## config.mk

```make
export PLATFORM = sky130hd
export DESIGN_NAME = vdma_addr_gen
export DESIGN_NICKNAME = d
export VERILOG_FILES = /design/src/rtl/vdma_pkg.sv /design/src/rtl/vdma_byte_swap.sv /design/src/rtl/vdma_crop_ctrl.sv /design/src/rtl/vdma_addr_unit.sv /design/src/rtl/vdma_limit_det.sv /design/src/rtl/vdma_addr_gen.sv
export SDC_FILE = /design/constraint.sdc
export NUM_CORES = 1
export LEC_CHECK = 0
export BUFFER_PORTS_ARGS = -buffer_cell sky130_fd_sc_hd__buf_2
export CAP_MARGIN = 10
export CORE_ASPECT_RATIO = 1.5
export CORE_UTILIZATION = 60
export DETAILED_ROUTE_END_ITERATION = 16
export GPL_TIMING_DRIVEN = 0
export PLACE_DENSITY = 0.83
export SLEW_MARGIN = 40
export SYNTH_ARGS = -nofsm -noshare
export SYNTH_HDL_FRONTEND = slang
export SYNTH_SLANG_ARGS = --single-unit
```

## constraint.sdc

```tcl
create_clock -name clk -period 14.95 [get_ports clk]
set_input_delay 2.2425 -clock clk [delete_from_list [all_inputs] [get_ports clk]]
set_output_delay 2.2425 -clock clk [all_outputs]
set_load 0.03 [all_outputs]
```

## src/rtl/vdma_pkg.sv

```systemverilog
// Shared constants and types for the field video DMA address generator.
// Assumes a fixed 32-bit Dword data path.
package vdma_pkg;
    localparam int DWORD_W     = 32;
    localparam int DWORD_BYTES = DWORD_W / 8;

    typedef enum logic [1:0] {
        SWAP_NONE = 2'b00,
        SWAP_HALF = 2'b01,
        SWAP_FULL = 2'b10,
        SWAP_RSVD = 2'b11
    } swap_mode_t;
endpackage

```

## src/rtl/vdma_byte_swap.sv

```systemverilog
// Combinational byte reorder of one Dword.
// Assumes a 4-byte Dword. The reserved mode passes data unchanged.
module vdma_byte_swap
    import vdma_pkg::*;
(
    input  logic [1:0]         mode,
    input  logic [DWORD_W-1:0] din,
    output logic [DWORD_W-1:0] dout
);
    logic [DWORD_W-1:0] half_sw;
    logic [DWORD_W-1:0] full_sw;

    // Build both reordered variants, one byte lane at a time.
    for (genvar b = 0; b < DWORD_BYTES; b++) begin : g_lane
        assign half_sw[8*b +: 8] = din[8*(b ^ 1) +: 8];
        assign full_sw[8*b +: 8] = din[8*(DWORD_BYTES-1-b) +: 8];
    end

    // Pick the variant that the mode asks for.
    always_comb begin
        unique case (swap_mode_t'(mode))
            SWAP_HALF: dout = half_sw;
            SWAP_FULL: dout = full_sw;
            default:   dout = din;
        endcase
    end
endmodule

```

## src/rtl/vdma_crop_ctrl.sv

```systemverilog
// Counts lines per field and Dwords per line, and accepts a Dword only
// inside the programmed window. Assumes single-cycle strobes. A Dword in
// the same cycle as a field or line start is ignored.
module vdma_crop_ctrl #(
    parameter int CNT_W = 12
) (
    input  logic             clk,
    input  logic             rst_n,
    input  logic [CNT_W-1:0] cfg_lines,
    input  logic [CNT_W-1:0] cfg_pixels,
    input  logic             field_start,
    input  logic             line_start,
    input  logic             pix_valid,
    output logic             line_first,
    output logic             accept
);
    localparam int CW = CNT_W + 1;
    localparam logic [CW-1:0] CMAX = {CW{1'b1}};

    logic [CW-1:0] line_cnt;
    logic [CW-1:0] pix_cnt;
    logic          line_ok;
    logic          pix_seen;

    assign pix_seen   = pix_valid && !field_start && !line_start && line_ok;
    assign line_first = (line_cnt == '0);
    assign accept     = pix_seen && (pix_cnt < {1'b0, cfg_pixels});

    // Line counter and line window: cleared per field, advanced per line.
    always_ff @(posedge clk) begin
        if (!rst_n) begin
            line_cnt <= '0;
            line_ok  <= 1'b0;
        end else if (field_start) begin
            line_cnt <= '0;
            line_ok  <= 1'b0;
        end else if (line_start) begin
            line_ok  <= (line_cnt < {1'b0, cfg_lines});
            if (line_cnt != CMAX) line_cnt <= line_cnt + 1'b1;
        end
    end

    // Dword counter: cleared at each line or field, saturating.
    always_ff @(posedge clk) begin
        if (!rst_n || field_start || line_start) begin
            pix_cnt <= '0;
        end else if (pix_seen && pix_cnt != CMAX) begin
            pix_cnt <= pix_cnt + 1'b1;
        end
    end

    // a field start leaves no line open and the line count at zero.
    assert_field_clears_R5: assert property (@(posedge clk) disable iff (!rst_n)
        field_start |=> (line_cnt == '0 && !line_ok));
endmodule

```

## src/rtl/vdma_addr_unit.sv

```systemverilog
// Keeps the field base, the line start and the running write address.
// Applies the guard-address handling. Assumes Dword-aligned addressing,
// with base and guard bits [1:0] forced to zero.
module vdma_addr_unit #(
    parameter int ADDR_W = 32
) (
    input  logic              clk,
    input  logic              rst_n,
    input  logic [ADDR_W-1:0] cfg_base_odd,
    input  logic [ADDR_W-1:0] cfg_base_even,
    input  logic [ADDR_W-1:0] cfg_pitch,
    input  logic [ADDR_W-1:0] cfg_guard,
    input  logic [1:0]        cfg_pv_mode,
    input  logic              field_start,
    input  logic              field_odd,
    input  logic              line_start,
    input  logic              line_first,
    input  logic              accept,
    output logic              wr_go,
    output logic [ADDR_W-1:0] wr_addr_c,
    output logic              viol
);
    localparam logic [ADDR_W-1:0] ALIGN = {{(ADDR_W-2){1'b1}}, 2'b00};
    localparam logic [ADDR_W-1:0] STEP  = ADDR_W'(4);

    logic [ADDR_W-1:0] field_base;
    logic [ADDR_W-1:0] line_addr;
    logic [ADDR_W-1:0] run_addr;
    logic [ADDR_W-1:0] next_line;
    logic              blocked;
    logic              hit;
    logic              try_wr;

    assign next_line = line_first ? field_base : line_addr + cfg_pitch;
    assign try_wr    = accept && !blocked;
    assign hit       = try_wr && (run_addr == (cfg_guard & ALIGN));
    assign wr_go     = try_wr && !(hit && cfg_pv_mode[0]);
    assign wr_addr_c = (hit && cfg_pv_mode == 2'b10) ? field_base : run_addr;

    // Address state: load per field, step per line, advance per write.
    always_ff @(posedge clk) begin
        if (!rst_n) begin
            field_base <= '0;
            line_addr  <= '0;
            run_addr   <= '0;
            blocked    <= 1'b0;
        end else if (field_start) begin
            field_base <= (field_odd ? cfg_base_odd : cfg_base_even) & ALIGN;
            line_addr  <= (field_odd ? cfg_base_odd : cfg_base_even) & ALIGN;
            run_addr   <= (field_odd ? cfg_base_odd : cfg_base_even) & ALIGN;
            blocked    <= 1'b0;
        end else if (line_start) begin
            line_addr  <= next_line;
            run_addr   <= next_line;
        end else if (try_wr) begin
            if (hit && cfg_pv_mode[0]) blocked <= 1'b1;
            else                       run_addr <= wr_addr_c + STEP;
        end
    end

    // Sticky violation flag, cleared only by reset.
    always_ff @(posedge clk) begin
        if (!rst_n)   viol <= 1'b0;
        else if (hit) viol <= 1'b1;
    end

    // the violation flag never falls outside reset.
    assert_viol_sticky_R9: assert property (@(posedge clk) disable iff (!rst_n)
        viol |=> viol);
    // a blocked field always comes with the flag raised.
    assert_block_flagged_R7: assert property (@(posedge clk) disable iff (!rst_n)
        blocked |-> viol);
endmodule

```

## src/rtl/vdma_limit_det.sv

```systemverilog
// Pulses an interrupt when a write lands in a different aligned region
// from the previous write. The region size is 2^(code+MIN_LOG2) bytes.
// Code 0 disables the pulse. Assumes MIN_LOG2 + 2^LIMIT_W - 1 < ADDR_W.
module vdma_limit_det #(
    parameter int ADDR_W   = 32,
    parameter int LIMIT_W  = 4,
    parameter int MIN_LOG2 = 5
) (
    input  logic               clk,
    input  logic               rst_n,
    input  logic [LIMIT_W-1:0] code,
    input  logic               wr_go,
    input  logic [ADDR_W-1:0]  addr,
    output logic               irq
);
    localparam int SH_W = $clog2(ADDR_W);

    logic [ADDR_W-1:0] prev_addr;
    logic              have_prev;
    logic [SH_W-1:0]   shift;
    logic [ADDR_W-1:0] region_mask;
    logic              moved;

    assign shift       = SH_W'(code) + SH_W'(MIN_LOG2);
    assign region_mask = ~((ADDR_W'(1) << shift) - ADDR_W'(1));
    assign moved       = ((addr ^ prev_addr) & region_mask) != '0;

    // Remember the last write and flag a region change.
    always_ff @(posedge clk) begin
        if (!rst_n) begin
            prev_addr <= '0;
            have_prev <= 1'b0;
            irq       <= 1'b0;
        end else begin
            irq <= wr_go && have_prev && (code != '0) && moved;
            if (wr_go) begin
                prev_addr <= addr;
                have_prev <= 1'b1;
            end
        end
    end

    // no pulse follows a cycle with the interrupt code at zero.
    assert_code_zero_quiet_R10: assert property (@(posedge clk) disable iff (!rst_n)
        irq |-> $past(code) != '0);
endmodule

```

## src/rtl/vdma_addr_gen.sv

```systemverilog
// Field video DMA address generator: crop window, address walk with
// signed pitch, guard address, region-change interrupt and byte reorder.
// Assumes single-cycle strobes. Write results are registered one clock
// after the accepted Dword.
module vdma_addr_gen #(
    parameter int ADDR_W   = 32,
    parameter int CNT_W    = 12,
    parameter int LIMIT_W  = 4,
    parameter int MIN_LOG2 = 5
) (
    input  logic               clk,
    input  logic               rst_n,
    input  logic [ADDR_W-1:0]  cfg_base_odd,
    input  logic [ADDR_W-1:0]  cfg_base_even,
    input  logic [ADDR_W-1:0]  cfg_pitch,
    input  logic [ADDR_W-1:0]  cfg_guard,
    input  logic [LIMIT_W-1:0] cfg_limit,
    input  logic [1:0]         cfg_pv_mode,
    input  logic [1:0]         cfg_swap,
    input  logic [CNT_W-1:0]   cfg_lines,
    input  logic [CNT_W-1:0]   cfg_pixels,
    input  logic               field_start,
    input  logic               field_odd,
    input  logic               line_start,
    input  logic               pix_valid,
    input  logic [31:0]        pix_data,
    output logic               wr_en,
    output logic [ADDR_W-1:0]  wr_addr,
    output logic [31:0]        wr_data,
    output logic               limit_irq,
    output logic               prot_viol
);
    logic              line_first;
    logic              accept;
    logic              wr_go;
    logic [ADDR_W-1:0] wr_addr_c;
    logic [31:0]       swapped;

    vdma_crop_ctrl #(.CNT_W(CNT_W)) u_crop (
        .clk(clk), .rst_n(rst_n),
        .cfg_lines(cfg_lines), .cfg_pixels(cfg_pixels),
        .field_start(field_start), .line_start(line_start),
        .pix_valid(pix_valid),
        .line_first(line_first), .accept(accept)
    );

    vdma_addr_unit #(.ADDR_W(ADDR_W)) u_addr (
        .clk(clk), .rst_n(rst_n),
        .cfg_base_odd(cfg_base_odd), .cfg_base_even(cfg_base_even),
        .cfg_pitch(cfg_pitch), .cfg_guard(cfg_guard),
        .cfg_pv_mode(cfg_pv_mode),
        .field_start(field_start), .field_odd(field_odd),
        .line_start(line_start), .line_first(line_first),
        .accept(accept),
        .wr_go(wr_go), .wr_addr_c(wr_addr_c), .viol(prot_viol)
    );

    vdma_limit_det #(.ADDR_W(ADDR_W), .LIMIT_W(LIMIT_W), .MIN_LOG2(MIN_LOG2)) u_limit (
        .clk(clk), .rst_n(rst_n),
        .code(cfg_limit), .wr_go(wr_go), .addr(wr_addr_c),
        .irq(limit_irq)
    );

    vdma_byte_swap u_swap (
        .mode(cfg_swap), .din(pix_data), .dout(swapped)
    );

    // Output register stage for the write strobe, address and data.
    always_ff @(posedge clk) begin
        if (!rst_n) begin
            wr_en   <= 1'b0;
            wr_addr <= '0;
            wr_data <= '0;
        end else begin
            wr_en <= wr_go;
            if (wr_go) begin
                wr_addr <= wr_addr_c;
                wr_data <= swapped;
            end
        end
    end

    // every write address is Dword aligned.
    assert_addr_aligned_R2: assert property (@(posedge clk) disable iff (!rst_n)
        wr_en |-> wr_addr[1:0] == 2'b00);
    // a write strobe always follows a valid input Dword by one clock.
    assert_write_follows_pix_R11: assert property (@(posedge clk) disable iff (!rst_n)
        wr_en |-> $past(pix_valid));
endmodule

```

; ---- After elaboration in Yosys (flattened, before gate mapping)
; Cells that the tools add are included.
[classes]
n_addsub = 6
n_mul = 0
div_mod_pow = 0
magnitude_cmp = 2
eq_ne = 8
shifts = 1
mux = 10
bitwise = 5
reduce_logical = 31
[op_table]
columns = operator, count
row1 = 2-to-1 mux 32 bit, 9
row2 = case mux 32 bit (2 select lines), 1
row3 = adder 32 x 3 -> 32 bit (second input constant), 1
row4 = adder 32 bit, 1
row5 = AND 32 bit, 1
row6 = == test 32 bit, 1
row7 = NOT 32 bit, 1
row8 = nonzero test 32 bit, 1
row9 = << shifter 1 x 5 -> 32 bit (first input constant), 1
row10 = subtractor 32 x 2 -> 32 bit (second input constant), 1
row11 = bitwise XOR 32 bit, 1
row12 = adder 13 x 1 -> 13 bit (second input constant), 2
row13 = less-than comparator 13 x 12 -> 1 bit, 2
row14 = != test 13 bit (second input constant), 2
row15 = logical AND 1 bit, 13
row16 = logical NOT 13 bit, 1
row17 = AND reduction 2 bit, 3
row18 = adder 4 x 3 -> 5 bit (second input constant), 1
row19 = logical NOT 1 bit, 5
row20 = == test 2 bit (second input constant), 2
row21 = nonzero test 2 bit, 2
row22 = nonzero test 4 bit, 1
row23 = != test 3 bit (second input constant), 1
row24 = AND reduction 3 bit, 1
row25 = 6 further kinds, 8
[totals]
reg_bits = 190
latchBits = 0
ram_bits = 0
romBits = 0
input_bits = 198
output_inout_bits = 67
wordCells = 78
n_memories = 0

; ---- Depth between registers and ports, before layout
[depth]
depth_word = 14
ltp_mapped = 24
mapped_depth_nobuf = 20

; ---- By module
; Synthesis repeated with hierarchy kept, for this count alone.
[hier_totals]
hier_cells = 1687
hier_area_um2 = 14182.4
[modules_own_cells]
columns = module, n_inst, cells_per_inst, area_per_inst_um2, seq_area_each_um2
row1 = vdma_addr_unit, 1, 947, 7369.6, 1921.8
row2 = vdma_addr_gen, 1, 208, 2489.9, 1301.2
row3 = vdma_crop_ctrl, 1, 234, 1896.8, 540.5
row4 = vdma_limit_det, 1, 185, 1784.2, 640.6
row5 = vdma_byte_swap, 1, 113, 641.9, 0.0

; ---- Least setup slack after synthesis
; OpenSTA, ideal clock, no wires.
[synth_path]
kind = input to register
start = input port cfg_pixels[6]
end = register u_addr.run_addr[22]
setup_time_ns = 0.133
t_arrival_ns = 6.443
t_required_ns = 14.817
setup_slack_ns = 8.375
stages = 23
n_path_buf = 5
path_cell_list = inv_1 ha_1 and4_1 nand2_1 o211a_1 o2111ai_4 buf_2 buf_2 buf_2 clkbuf_1 nand2_1 nand2_1 ha_1 clkbuf_1 nand3_1 nor2_1 nand3_1 mux2i_1 nand3_1 or3_1 nand2b_4 mux2i_1 a31oi_1
[synth_between]
elab_chain_len = 11
word_cells_on_any_way = 15
cone_classes = add/sub: 1 / order compare: 1 / eq/ne: 1 / mux: 5 / reduce/logical: 7
[synth_rtl]
columns = element, line
row1 = from (decl), vdma_addr_gen.sv:21  ; input logic [CNT_W-1:0] cfg_pixels,
row2 = less-than comparator 13 x 12 -> 1 bit, vdma_crop_ctrl.sv:27  ; assign accept = pix_seen && (pix_cnt < {1'b0, cfg_pixels});
row3 = logical AND 1 bit, vdma_crop_ctrl.sv:27
row4 = logical AND 1 bit, vdma_addr_unit.sv:35  ; assign try_wr = accept && !blocked;
row5 = logical AND 1 bit, vdma_addr_unit.sv:36  ; assign hit = try_wr && (run_addr == (cfg_guard & ALIGN));
row6 = logical AND 1 bit, vdma_addr_unit.sv:38  ; assign wr_addr_c = (hit && cfg_pv_mode == 2'b10) ? field_base : run_addr;
row7 = 2-to-1 mux 32 bit, vdma_addr_unit.sv:38
row8 = via u_addr.wr_addr_c[3], vdma_addr_unit.sv:20  ; output logic [ADDR_W-1:0] wr_addr_c,
row9 = adder 32 x 3 -> 32 bit, vdma_addr_unit.sv:57  ; else run_addr <= wr_addr_c + STEP;
row10 = 2-to-1 mux 32 bit, vdma_addr_unit.sv:56  ; if (hit && cfg_pv_mode[0]) blocked <= 1'b1;
row11 = 2-to-1 mux 32 bit, vdma_addr_unit.sv:55  ; end else if (try_wr) begin
row12 = 2-to-1 mux 32 bit, vdma_addr_unit.sv:52  ; end else if (line_start) begin
row13 = 2-to-1 mux 32 bit, vdma_addr_unit.sv:47  ; end else if (field_start) begin
row14 = to (signal assigned), vdma_addr_unit.sv:50  ; run_addr <= (field_odd ? cfg_base_odd : cfg_base_even) & ALIGN;
row15 = to (signal assigned), vdma_addr_unit.sv:54  ; run_addr <= next_line;
row16 = to (signal assigned), vdma_addr_unit.sv:57
row17 = to (decl), vdma_addr_unit.sv:28  ; logic [ADDR_W-1:0] run_addr;
; The timed path passes the listed nets, and every way through them passes these cells. The select of a mux whose other input is x is not followed.
; A chain may end at the register's enable or synchronous reset.

; ---- Worst setup path in the final report
[layout_path]
start = input port cfg_guard[29]
end = register u_addr.run_addr[22]
[layout_between]
elab_chain_len = 9
word_cells_on_any_way = 12
cone_classes = add/sub: 1 / eq/ne: 2 / mux: 5 / reduce/logical: 4
[layout_rtl]
columns = element, line
row1 = from (decl), vdma_addr_gen.sv:16  ; input logic [ADDR_W-1:0] cfg_guard,
row2 = == test 32 bit, vdma_addr_unit.sv:36
row3 = logical AND 1 bit, vdma_addr_unit.sv:36
row4 = logical AND 1 bit, vdma_addr_unit.sv:38
row5 = 2-to-1 mux 32 bit, vdma_addr_unit.sv:38
row6 = via u_addr.wr_addr_c[3], vdma_addr_unit.sv:20
row7 = adder 32 x 3 -> 32 bit, vdma_addr_unit.sv:57
row8 = 2-to-1 mux 32 bit, vdma_addr_unit.sv:56
row9 = 2-to-1 mux 32 bit, vdma_addr_unit.sv:55
row10 = 2-to-1 mux 32 bit, vdma_addr_unit.sv:52
row11 = 2-to-1 mux 32 bit, vdma_addr_unit.sv:47
; The timed path passes the listed nets, and every way through them passes these cells. The select of a mux whose other input is x is not followed.

==> summary.md <==
| Metric | Value |
|---|---|
| Register area share after synthesis | `29.4%` |
| # rows | `65` |
| Hold_buf cts | `0` |
| Fmax | `0.124 GHz` |
| Via/cell ratio | `6.51` |
| Syn_area_per_cell | `7.64 sq um` |
| Setup Buffers After CTS | `0` |
| CTS resizes | `0` |
| Routed wire length | `51.2 mm` |
| Effective utilization at floorplan | `61.4%` |
| Worst slack at placement | `6.84 ns` |
| # diodes | `0` |
| Worst-path fanout max | `10` |
| Peak supply drop | `0.0832 mV` |
| Post-Place Cells | `2,215` |
| Yosys warning count | `0` |
| Vias in the first global route | `14,100` |
| Avg WL per Cell | `22.8 microns` |
| Crit-path most repeated cell | `nand3_1` |
| Largest net degree at the start of global routing | `18` |
| PortBufs | `255` |
| Total negative slack | `0 ns` |
| Detailed Routing Iterations Pass 1 | `8` |
| Nature of the critical path startpoint | `input pin` |
| Die area | `22,100 sq um` |
| Routability Congestion | `1.04` |
| Die Width | `122 microns` |
| CTS tree | `yes` |
| Asr flop ratio synth | `0%` |
| CP cell instances | `buf_2, xor2_1, nor4_1, nand4_1, nor4_4, o21ai_1, nor3b_2, clkbuf_1, nand2_1, nand2_1, ha_1, clkbuf_1, nand3_1, nor2_1, nand3_1, mux2i_1, nand3_1, or3_1, nand2b_4, mux2i_1, a31oi_1` |
| Post-route DRC | `0` |
| GRT Overall Usage | `46.6%` |
| RSZ-0062 raised after global routing | `no` |
| Area grow syn2layout | `17.3%` |
| Grt ovf | `0` |
| Clock latency on the worst-skew pair | `0.47 ns` |
| DPL Wire Length | `40.0 mm` |
| Max Clock Skew | `0.0173 ns` |
| Core area | `21,100 sq um` |
| Most common cell after layout, fill and taps aside | `buf_2` |
| Post-route ant nets | `0` |
| Synth Flop Type | `dfxtp_1` |
| Worst-Margin Slew | `0.898 ns` |
| Number of synthesized register bits | `190` |
| Post-synth EDFFs | `0` |
| Nets | `2,225` |
| Vias | `14,600` |
| Final Power | `1350 uW` |
| Pwr Density | `88.9 nW/um^2` |
| Non-Filler Instances | `2,247` |
| Critical Path AT | `8.36 ns` |
| Initial antenna violation count | `0` |
| # IOs | `265` |
| Num CTS Buffers | `17` |
| Worst path slowest cell | `nor3b_2` |
| Critical path's largest stage delay | `0.71 ns` |
| WS Path Type | `input pin to flip-flop` |
| Syn Inst Count | `1,691` |
| Commonest cells after routing, fill and taps aside | `buf_2, nand2_1, dfxtp_1, a21oi_1, nor2_1` |
| CP Buf/Inv Count | `3` |
| Final WS setup | `6.91 ns` |
| Slew Viols, Final | `0` |
| Top delay family on crit path | `simple AND/OR/NAND/NOR gates` |
| H-tree levels | `4` |
| DP Area | `14,500 sq um` |
| Global-route wire length before repair | `77.2 mm` |
| Root Buffer | `clkbuf_16` |
| Worst slew margin | `40.1%` |
| Detailed Route Iter0 Violations | `1,664` |
| Fin crit share | `53.8%` |
| Design area | `15,200 sq um` |
| Max clock buf depth | `2` |
| Hold Path Class | `flip-flop to flip-flop` |
| Clk pin slew, worst setup/hold paths | `0.07 ns` |
| Layout cells sized above 1 | `17.5%` |
| Max_cap viols | `0` |
| Status | `finished clean` |
| Final setup violation count | `0` |
| CP required | `15.27 ns` |
| Die Ht | `182 microns` |
| Mapped cell area | `12,900 sq um` |
| Kind of end point of the critical path | `flip-flop` |
| Final Hold Viols | `0` |
| Unique masters post-synth | `80` |
| Sink Count | `190` |
| Pleak | `0.00660 uW` |
| Final min period | `8.04 ns` |
[worst min-delay path: stages, from the launching register on]
cell and delay, ns:
dfxtp_1 0.31, inv_1 0.05, a21oi_1 0.05
[path summary, 6_finish.rpt]
path         slack, ns                start  cells after the start                  end
min reg2reg       0.45          u_addr.viol                      2          u_addr.viol
min               0.45          u_addr.viol                      2          u_addr.viol
max reg2reg       8.30  u_addr.run_addr[10]                     21  u_addr.run_addr[22]
max               6.91        cfg_guard[29]                     21  u_addr.run_addr[22]
[stage by stage]
step | hold slack (ns) | util, %
after floorplan | 0.425 | -
after global placement | 0.431 | 69.0
after detailed placement | 0.441 | 69.1
after CTS | 0.451 | 71.9
after global routing | 0.470 | 72.0
final | 0.451 | 72.0
[cell type report]
cell class / instances / area, sq um
Buffer: 105 / 430
Clock buffer: 19 / 453
Clock inverter: 13 / 153
Fill cell: 1738 / 5900
Inverter: 55 / 206
Multi-Input combinational cell: 1342 / 8500
Sequential cell: 190 / 3800
Tap cell: 268 / 335
Timing Repair Buffer: 255 / 1280
[power breakdown]
| part | switching (uW) | total, uW | internal [uW] |
|---|---|---|---|
| Combinational | 191 | 307 | 116 |
| Clock | 224 | 483 | 259 |
| Sequential | 30.0 | 558 | 528 |
[per-layer routing]
layer  vias up  track usage, %  share of wire [%]
met5         -               0                  0
met4         0            43.7                 10
met1      6714            48.1                 33
met2      1011            76.0                 47
li1       6590               -                  -
met3       322            11.8                9.9
[state kept, by name, indices dropped and copies added, names as in the netlist]
| register | cells |
|---|---|
| u_limit.have_prev | 1 |
| u_addr.viol | 1 |
| u_limit.irq | 1 |
| u_addr.blocked | 1 |
| u_addr.field_base | 30 |
| wr_data | 32 |
| u_addr.run_addr | 32 |
| u_crop.line_ok | 1 |
| u_crop.pix_cnt | 13 |
| u_limit.prev_addr | 32 |
| u_crop.line_cnt | 13 |
| wr_en | 1 |
| u_addr.line_addr | 32 |
[synthesized netlist by cell type, types with 16 or more instances]
| cell | instances | share of area [%] |
|---|---|---|
| nand2_1 | 220 | 6.4 |
| dfxtp_1 | 190 | 29 |
| a21oi_1 | 184 | 7.1 |
| nor2_1 | 141 | 4.1 |
| o21ai_0 | 113 | 4.4 |
| clkbuf_1 | 86 | 2.5 |
| xor2_1 | 70 | 4.7 |
| ha_1 | 60 | 5.8 |
| xnor2_1 | 57 | 3.9 |
| inv_1 | 54 | 1.6 |
| mux2i_1 | 51 | 3.9 |
| a211oi_1 | 46 | 2.7 |
| nand3_1 | 43 | 1.7 |
| a22oi_1 | 37 | 2.1 |
| a21o_1 | 28 | 1.6 |
| nor3_1 | 21 | 0.81 |
| a31oi_1 | 20 | 0.97 |
| nand2b_1 | 19 | 0.92 |
| mux2_2 | 17 | 1.5 |
| nor2b_1 | 17 | 0.82 |
| and3_1 | 16 | 0.77 |
| nand4_1 | 16 | 0.77 |
[logic make-up (layout without fill, tap and decap cells)]
group           Yosys count  after routing  synth area share, %
mux                      75             75                 6.29
other cells               1              2               0.0290
fa+ha+maj                61             61                 5.96
buf+inv                 160            447                 4.88
flops                   190            190                 29.4
xor+xnor                127            127                 8.60
compound gates          521            521                 25.0
simple gates            556            556                 19.9
No activity file was read; power rests on OpenSTA's default activity.
